<file path="src/rtl/hexrec_loader_pkg.sv">
`timescale 1ns/1ps
package hexrec_loader_pkg;

  // Parser position within the record stream
  typedef enum logic [3:0] {
    ST_HLOC  = 4'd0,
    ST_HSEP  = 4'd1,
    ST_HLEN  = 4'd2,
    ST_HEOL  = 4'd3,
    ST_DATA  = 4'd4,
    ST_DEOL  = 4'd5,
    ST_TADR  = 4'd6,
    ST_TSEP  = 4'd7,
    ST_TFLG  = 4'd8,
    ST_TEOL  = 4'd9,
    ST_DRAIN = 4'd10
  } ld_state_e;

  // Error codes reported on err_code
  typedef enum logic [2:0] {
    ERR_NONE    = 3'd0,
    ERR_BADCHAR = 3'd1,
    ERR_FORMAT  = 3'd2,
    ERR_SIZE    = 3'd3,
    ERR_TRACE   = 3'd4
  } ld_err_e;

  localparam logic [7:0] CH_LF    = 8'h0A;
  localparam logic [7:0] CH_CR    = 8'h0D;
  localparam logic [7:0] CH_BLANK = 8'h20;

endpackage

</file>
<file path="src/rtl/loader_char_class.sv">
`timescale 1ns/1ps
module loader_char_class
  import hexrec_loader_pkg::*;
(
  input  logic [7:0] ch,
  output logic       is_hex,
  output logic [3:0] nib,
  output logic       is_lf,
  output logic       is_cr,
  output logic       is_blank
);
  logic is_dec, is_up, is_lo;
  logic [7:0] off;

  always_comb begin
    is_dec = (ch >= 8'h30) && (ch <= 8'h39);
    is_up  = (ch >= 8'h41) && (ch <= 8'h46);
    is_lo  = (ch >= 8'h61) && (ch <= 8'h66);
    if (is_dec)     off = ch - 8'h30;
    else if (is_up) off = ch - 8'h37;
    else            off = ch - 8'h57;
    is_hex   = is_dec | is_up | is_lo;
    nib      = off[3:0];
    is_lf    = (ch == CH_LF);
    is_cr    = (ch == CH_CR);
    is_blank = (ch == CH_BLANK);
  end
endmodule

</file>
<file path="src/rtl/loader_nibble_shift.sv">
`timescale 1ns/1ps
module loader_nibble_shift #(
  parameter int W = 32
) (
  input  logic         clk,
  input  logic         rst,
  input  logic         shift_en,
  input  logic [3:0]   nib,
  output logic [W-1:0] acc_next
);
  logic [W-1:0] acc_q;

  generate
    if (W > 4) begin : g_wide
      assign acc_next = {acc_q[W-5:0], nib};
    end else begin : g_single
      assign acc_next = W'(nib);
    end
  endgenerate

  always_ff @(posedge clk) begin
    if (rst)           acc_q <= '0;
    else if (shift_en) acc_q <= acc_next;
  end
endmodule

</file>
<file path="src/rtl/hexrec_loader.sv">
`timescale 1ns/1ps
module hexrec_loader
  import hexrec_loader_pkg::*;
#(
  parameter int WORD_W        = 32,
  parameter int WORDS_PER_REC = 4,
  parameter int FIELD_DIGITS  = 2
) (
  input  logic                      clk,
  input  logic                      rst,
  input  logic                      char_valid,
  input  logic [7:0]                char_data,
  output logic                      mem_we,
  output logic [4*FIELD_DIGITS-1:0] mem_addr,
  output logic [WORD_W-1:0]         mem_wdata,
  output logic                      done,
  output logic [4*FIELD_DIGITS-1:0] start_addr,
  output logic                      trace_flag,
  output logic                      err_valid,
  output logic [2:0]                err_code
);
  localparam int FIELD_W   = 4 * FIELD_DIGITS;
  localparam int CNT_W     = FIELD_W + 1;
  localparam int MEM_DEPTH = 1 << FIELD_W;
  localparam int DPW       = WORD_W / 4;
  localparam int NIB_W     = (DPW > 1) ? $clog2(DPW) : 1;
  localparam int WIR_W     = (WORDS_PER_REC > 1) ? $clog2(WORDS_PER_REC) : 1;
  localparam int FD_W      = (FIELD_DIGITS > 1) ? $clog2(FIELD_DIGITS) : 1;

  // character classification
  logic       c_hex, c_lf, c_cr, c_blank;
  logic [3:0] c_nib;
  logic       take;

  loader_char_class u_class (
    .ch(char_data), .is_hex(c_hex), .nib(c_nib),
    .is_lf(c_lf), .is_cr(c_cr), .is_blank(c_blank)
  );

  assign take = char_valid & ~c_cr;

  ld_state_e            state, st_nx;
  logic [FD_W-1:0]      fd_cnt;
  logic [NIB_W-1:0]     nib_cnt;
  logic [WIR_W-1:0]     wir_cnt;
  logic [FIELD_W-1:0]   loc_q, len_q, start_q;
  logic                 flag_q;
  logic [CNT_W-1:0]     recs_left, wcnt, sum, recs_need;
  logic                 raise, in_field, fd_last, nib_last, wir_last, too_big;
  ld_err_e              code;

  // field and word assemblers
  logic [FIELD_W-1:0] field_next;
  logic [WORD_W-1:0]  word_next;

  assign in_field = (state == ST_HLOC) || (state == ST_HLEN) || (state == ST_TADR);

  loader_nibble_shift #(.W(FIELD_W)) u_field (
    .clk(clk), .rst(rst), .shift_en(take & c_hex & in_field),
    .nib(c_nib), .acc_next(field_next)
  );

  loader_nibble_shift #(.W(WORD_W)) u_word (
    .clk(clk), .rst(rst), .shift_en(take & c_hex & (state == ST_DATA)),
    .nib(c_nib), .acc_next(word_next)
  );

  // next-state and error decode
  always_comb begin
    fd_last   = (fd_cnt == FD_W'(FIELD_DIGITS - 1));
    nib_last  = (nib_cnt == NIB_W'(DPW - 1));
    wir_last  = (wir_cnt == WIR_W'(WORDS_PER_REC - 1));
    sum       = {1'b0, loc_q} + {1'b0, len_q};
    too_big   = (sum > CNT_W'(MEM_DEPTH));
    recs_need = ({1'b0, len_q} + CNT_W'(WORDS_PER_REC - 1)) / CNT_W'(WORDS_PER_REC);
    raise     = 1'b0;
    code      = ERR_NONE;
    st_nx     = state;
    unique case (state)
      ST_HLOC, ST_HLEN, ST_TADR: begin
        if (!c_hex) begin
          raise = 1'b1;
          code  = c_lf ? ERR_FORMAT : ERR_BADCHAR;
        end else if (fd_last) begin
          st_nx = (state == ST_HLOC) ? ST_HSEP :
                  (state == ST_HLEN) ? ST_HEOL : ST_TSEP;
        end
      end
      ST_HSEP, ST_TSEP: begin
        if (!c_blank) begin
          raise = 1'b1;
          code  = ERR_FORMAT;
        end else begin
          st_nx = (state == ST_HSEP) ? ST_HLEN : ST_TFLG;
        end
      end
      ST_HEOL: begin
        if (!c_lf) begin
          raise = 1'b1;
          code  = ERR_FORMAT;
        end else if (too_big) begin
          raise = 1'b1;
          code  = ERR_SIZE;
        end else begin
          st_nx = (recs_need == '0) ? ST_TADR : ST_DATA;
        end
      end
      ST_DATA: begin
        if (!c_hex) begin
          raise = 1'b1;
          code  = c_lf ? ERR_FORMAT : ERR_BADCHAR;
        end else if (nib_last && wir_last) begin
          st_nx = ST_DEOL;
        end
      end
      ST_DEOL: begin
        if (!c_lf) begin
          raise = 1'b1;
          code  = ERR_FORMAT;
        end else begin
          st_nx = (recs_left == CNT_W'(1)) ? ST_TADR : ST_DATA;
        end
      end
      ST_TFLG: begin
        if (!c_hex) begin
          raise = 1'b1;
          code  = c_lf ? ERR_FORMAT : ERR_BADCHAR;
        end else if (c_nib > 4'd1) begin
          raise = 1'b1;
          code  = ERR_TRACE;
        end else begin
          st_nx = ST_TEOL;
        end
      end
      ST_TEOL: begin
        if (!c_lf) begin
          raise = 1'b1;
          code  = ERR_FORMAT;
        end else begin
          st_nx = ST_HLOC;
        end
      end
      default: begin
        if (c_lf) st_nx = ST_HLOC;
      end
    endcase
  end

  // registered sequencing and outputs
  always_ff @(posedge clk) begin
    if (rst) begin
      state      <= ST_HLOC;
      fd_cnt     <= '0;
      nib_cnt    <= '0;
      wir_cnt    <= '0;
      loc_q      <= '0;
      len_q      <= '0;
      start_q    <= '0;
      flag_q     <= 1'b0;
      recs_left  <= '0;
      wcnt       <= '0;
      mem_we     <= 1'b0;
      mem_addr   <= '0;
      mem_wdata  <= '0;
      done       <= 1'b0;
      start_addr <= '0;
      trace_flag <= 1'b0;
      err_valid  <= 1'b0;
      err_code   <= 3'd0;
    end else begin
      mem_we    <= 1'b0;
      done      <= 1'b0;
      err_valid <= 1'b0;
      if (take) begin
        if (raise) begin
          err_valid <= 1'b1;
          err_code  <= code;
          state     <= c_lf ? ST_HLOC : ST_DRAIN;
          fd_cnt    <= '0;
          nib_cnt   <= '0;
          wir_cnt   <= '0;
        end else begin
          state <= st_nx;
          if (in_field) begin
            fd_cnt <= fd_last ? '0 : fd_cnt + FD_W'(1);
            if (fd_last) begin
              if (state == ST_HLOC)      loc_q   <= field_next;
              else if (state == ST_HLEN) len_q   <= field_next;
              else                       start_q <= field_next;
            end
          end
          case (state)
            ST_HEOL: begin
              recs_left <= recs_need;
              wcnt      <= '0;
              nib_cnt   <= '0;
              wir_cnt   <= '0;
            end
            ST_DATA: begin
              nib_cnt <= nib_last ? '0 : nib_cnt + NIB_W'(1);
              if (nib_last) begin
                wir_cnt <= wir_last ? '0 : wir_cnt + WIR_W'(1);
                wcnt    <= wcnt + CNT_W'(1);
                if (wcnt < {1'b0, len_q}) begin
                  mem_we    <= 1'b1;
                  mem_addr  <= loc_q + wcnt[FIELD_W-1:0];
                  mem_wdata <= word_next;
                end
              end
            end
            ST_DEOL: recs_left <= recs_left - CNT_W'(1);
            ST_TFLG: flag_q    <= c_nib[0];
            ST_TEOL: begin
              done       <= 1'b1;
              start_addr <= start_q;
              trace_flag <= flag_q;
            end
            default: ;
          endcase
        end
      end
    end
  end
endmodule

</file>
<file path="config.mk">
export PLATFORM = sky130hd
export DESIGN_NAME = hexrec_loader
export DESIGN_NICKNAME = d
export VERILOG_FILES = /design/src/rtl/hexrec_loader_pkg.sv /design/src/rtl/loader_char_class.sv /design/src/rtl/loader_nibble_shift.sv /design/src/rtl/hexrec_loader.sv
export SDC_FILE = /design/constraint.sdc
export NUM_CORES = 1
export LEC_CHECK = 0
export CORE_MARGIN = 2
export CORE_UTILIZATION = 30
export DETAILED_ROUTE_END_ITERATION = 10
export GPL_TIMING_DRIVEN = 0
export PLACE_DENSITY = 0.5
export SKIP_CTS_REPAIR_TIMING = 1
export SYNTH_ARGS = -nofsm -noshare
export SYNTH_HDL_FRONTEND = slang
export SYNTH_SLANG_ARGS = --single-unit
</file>
<file path="constraint.sdc">
create_clock -name clk -period 3.3 [get_ports clk]
set_input_delay 0.495 -clock clk [delete_from_list [all_inputs] [get_ports clk]]
set_output_delay 0.495 -clock clk [all_outputs]
set_load 0.02 [all_outputs]
</file>
==> flow_metrics.py <==
metrics = {
    "yosys": {
        "synthCells": 843,
        "yosysTopAreaCell": "dfxtp_1",
        "syn_area_um2": 6970,
        "synth_edf_count": 0,
        "synth.avg_cell_area_um2": 8.27,
        "synth-main-ff-cell": "dfxtp_1",
        "syn-num-nets": 888,
        "yosysTopAreaCellShare": 0.402,
        "ys_types": 65,
        "async_reset_ff_frac": 0,
        "yosysSeqAreaShare": 0.402,
        "ys_seq_elements": 140,
        "yosys-top-cells-area": "dfxtp_1 (40%), a21oi_1 (7.2%), ha_1 (5.7%), mux2i_1 (5.3%), o21ai_0 (4.7%)",
        "yosys_warnings": 0,
    },
    "setup_path": {
        "crit_path_max_fanout": 7,
        "startpoint": "len_q[0]",
        "crit_path_start_kind": "flip-flop",
        "worstPathRequired_ps": 3650,
        "critPathMaxStageDelay_ps": 540,
        "r2r-start": "len_q[0]",
        "end_kind": "flip-flop",
        "reg2reg_depth": 11,
        "worstSetupPathType": "reg2reg",
        "cp.arrival_ps": 3810,
        "crit_cells": 11,
        "cp_top_family": "simple AND/OR/NAND/NOR gates",
        "crit_chain": "ha_4 -> fa_2 -> a21o_1 -> a221oi_2 -> xnor2_1 -> or4_4 -> o41ai_4 -> buf_4 -> nand4_4 -> or4b_1 -> a31oi_1",
        "path_buf_inv": 1,
        "slowest_stage": "or4b_1",
    },
    "final_layout": {
        "drive_gt1_frac": 0.169,
        "multiInputGateArea_um2": 4260,
        "seqCellArea_um2": 2810,
        "nFillCells": 2321,
        "post-route-util": 0.411,
        "final_nets": 994,
        "syn2layout_area_growth_pct": 33.9,
        "antenna-diode-count": 0,
    },
    "clock_tree": {
        "cts_buffers": 17,
        "cts_sinks": 140,
        "h-tree-depth": 4,
        "cts_tree": "built",
        "clk_pin_slew_ps": 60,
        "cts_buffer_depth": 2,
        "cts_root_buffer": "clkbuf_16",
        "clk_latency_ps": 440,
    },
    "flow_run": {
        "max-cap-violations": 0,
    },
    "global_routing": {
        "grt_use_met1": 0.233,
        "grtUsageMet2": 0.270,
        "grt.total_usage": 0.171,
        "grt_max_degree": 17,
        "grt-busiest-layer": "met2",
        "antenna_found_initial": 0,
        "grt_pass1_wl_mm": 32.5,
        "overflow": 0,
        "met3_usage": 0.0327,
        "grt_pass1_vias": 5942,
    },
    "detailed_routing": {
        "routed_via_density": 5.12,
        "wire_per_inst_um": 16.9,
        "detail_route.first_pass.iterations": 5,
        "wirelength_mm": 21.1,
        "drc": 0,
        "route.antenna.remaining_nets": 0,
        "vias": 6387,
        "first_iter_violations": 396,
    },
    "timing": {
        "setup_ws_ps": -165,
        "drv_slew": 0,
        "hold_viol": 0,
        "setup_viol": 25,
        "maxSlewHeadroom": 0.431,
        "tightest_slew_ps": 853,
        "period_minus_slack_ps": 3460,
        "period_share": 1.05,
        "finalClockSkew_ps": 15.9,
        "fmax_mhz": 289,
        "rsz0062_at_grt": "yes",
    },
    "power_and_ir_drop": {
        "p_leak_nw": 3.35,
        "powerDensity_nw_per_um2": 425,
        "ir_drop_v": 0.000324,
    },
    "place": {
        "place_congestion": 0.841,
        "dp_hpwl_mm": 14.8,
        "portBuffers": 64,
        "preCtsSetupSlack_ps": -1090,
    },
    "floorplan": {
        "die_h_um": 156,
        "die_area_um2": 24500,
        "fp.dieW_um": 156,
        "row_count": 55,
        "core-area_um2": 22700,
        "initial_core_util": 0.307,
        "boundaryPins": 66,
    },
    "min_path": {
        "hold_class": "reg2reg",
        "worstHoldStart": "u_word.acc_q[26]",
        "whs_path_depth": 2,
    },
    "status": {
        "outcome": "finished with violations",
        "failed_checks": "negative setup slack",
    },
}
## placed cells by master (no fill, tap or decap), types with 6 or more instances in the layout
cell type,netlist,layout
nor3_1,13,11
a21oi_1,101,87
nand2_1,82,81
and2_1,9,8
nor2_1,70,69
ha_1,32,31
nor2b_1,7,7
xnor2_1,18,18
a21o_1,9,9
clkdlybuf4s50_1,0,62
clkbuf_1,47,39
o21ai_1,0,13
inv_6,0,6
nand4_1,10,10
buf_4,1,10
and3_1,11,11
nor4_1,7,6
o21ai_0,65,27
clkbuf_16,0,19
nand3_1,56,37
a21oi_2,0,14
dfxtp_1,140,138
o21ai_2,0,22
xor2_1,10,10
buf_6,1,18
nand2b_1,8,8
a211oi_1,7,7
mux2i_1,37,37
nand3_2,1,15
inv_1,25,25
## layer usage
layer	vias up	share of wire
met1	3036	0.49
met3	21	0.029
met4	0	0.015
li1	3218	-
met5	-	0
met2	112	0.47
## cells in the mapped netlist, types with 10 or more instances
| master | number |
|---|---|
| dfxtp_1 | 140 |
| o21ai_0 | 65 |
| and3_1 | 11 |
| nand3_1 | 56 |
| mux2i_1 | 37 |
| xor2_1 | 10 |
| clkbuf_1 | 47 |
| inv_1 | 25 |
| nor3_1 | 13 |
| nand4_1 | 10 |
| nor2_1 | 70 |
| nand2_1 | 82 |
| xnor2_1 | 18 |
| ha_1 | 32 |
| a21oi_1 | 101 |
## kinds of logic (layout without fill, tap and decap cells)
kind of cell,Yosys count,in the layout,share of synthesized area
AOI/OAI and AO/OA,224,224,0.190
xor gates and xnor gates,28,28,0.0352
adders and majority gates,34,34,0.0632
buffers and inverters,82,201,0.0470
DFF,140,140,0.402
muxes,37,37,0.0531
and+or+nand+nor,298,298,0.210
## through the flow
| stage | cell area [µm²] | power, mW | TNS [ps] | instances | hold slack [ps] |
|---|---|---|---|---|---|
| after global routing | 9340 | 4.10 | -7530 | 1247 | 470 |
| after CTS | 8550 | 3.93 | -42570 | 1224 | 456 |
| after detailed placement | 7970 | 2.01 | -96120 | 1192 | 448 |
| final | 9340 | 3.97 | -2070 | 1247 | 455 |
| after floorplan | 6970 | 1.91 | 0 | 843 | 437 |
| after global placement | 7970 | 2.01 | -95790 | 1192 | 445 |
## flip-flops by register name, summed over array words and instances, names as in the netlist, 2 cells and up
register	flops
mem_wdata	32
u_word.acc_q	28
recs_left	9
wcnt	9
len_q	8
loc_q	8
mem_addr	8
start_addr	8
start_q	8
state	4
u_field.acc_q	4
err_code	3
nib_cnt	3
wir_cnt	2
## area by class of cell
| cell class | instances | area share |
|---|---|---|
| clock buffer | 18 | 0.0470 |
| buffer | 55 | 0.0334 |
| tap | 285 | 0.0382 |
| timing repair buffer | 88 | 0.0984 |
| sequential | 140 | 0.301 |
| multi-input combinational | 621 | 0.456 |
| clock inverter | 14 | 0.0155 |
| inverter | 26 | 0.0105 |
## path summary, 6_finish.rpt
check | end | slack (ps)
worst max-delay path | recs_left[0] | -160
worst min-delay path | u_word.acc_q[26] | 450
worst max register to register | recs_left[0] | -160
worst min register to register | u_word.acc_q[26] | 450
## where the power goes
group	switching, mW	internal (mW)
logic	0.210	0.113
registers	0.00638	1.70
clock network	0.853	1.09
## tightest hold or removal path, delay by kind of cell, from the launching register on
| kind | cells | cell delay, ps |
|---|---|---|
| AND/OR/NAND/NOR | 1 | 50 |
| flip-flops | 1 | 310 |
| AO/OA/AOI/OAI | 1 | 50 |
(Power assumes the default switching activity.)
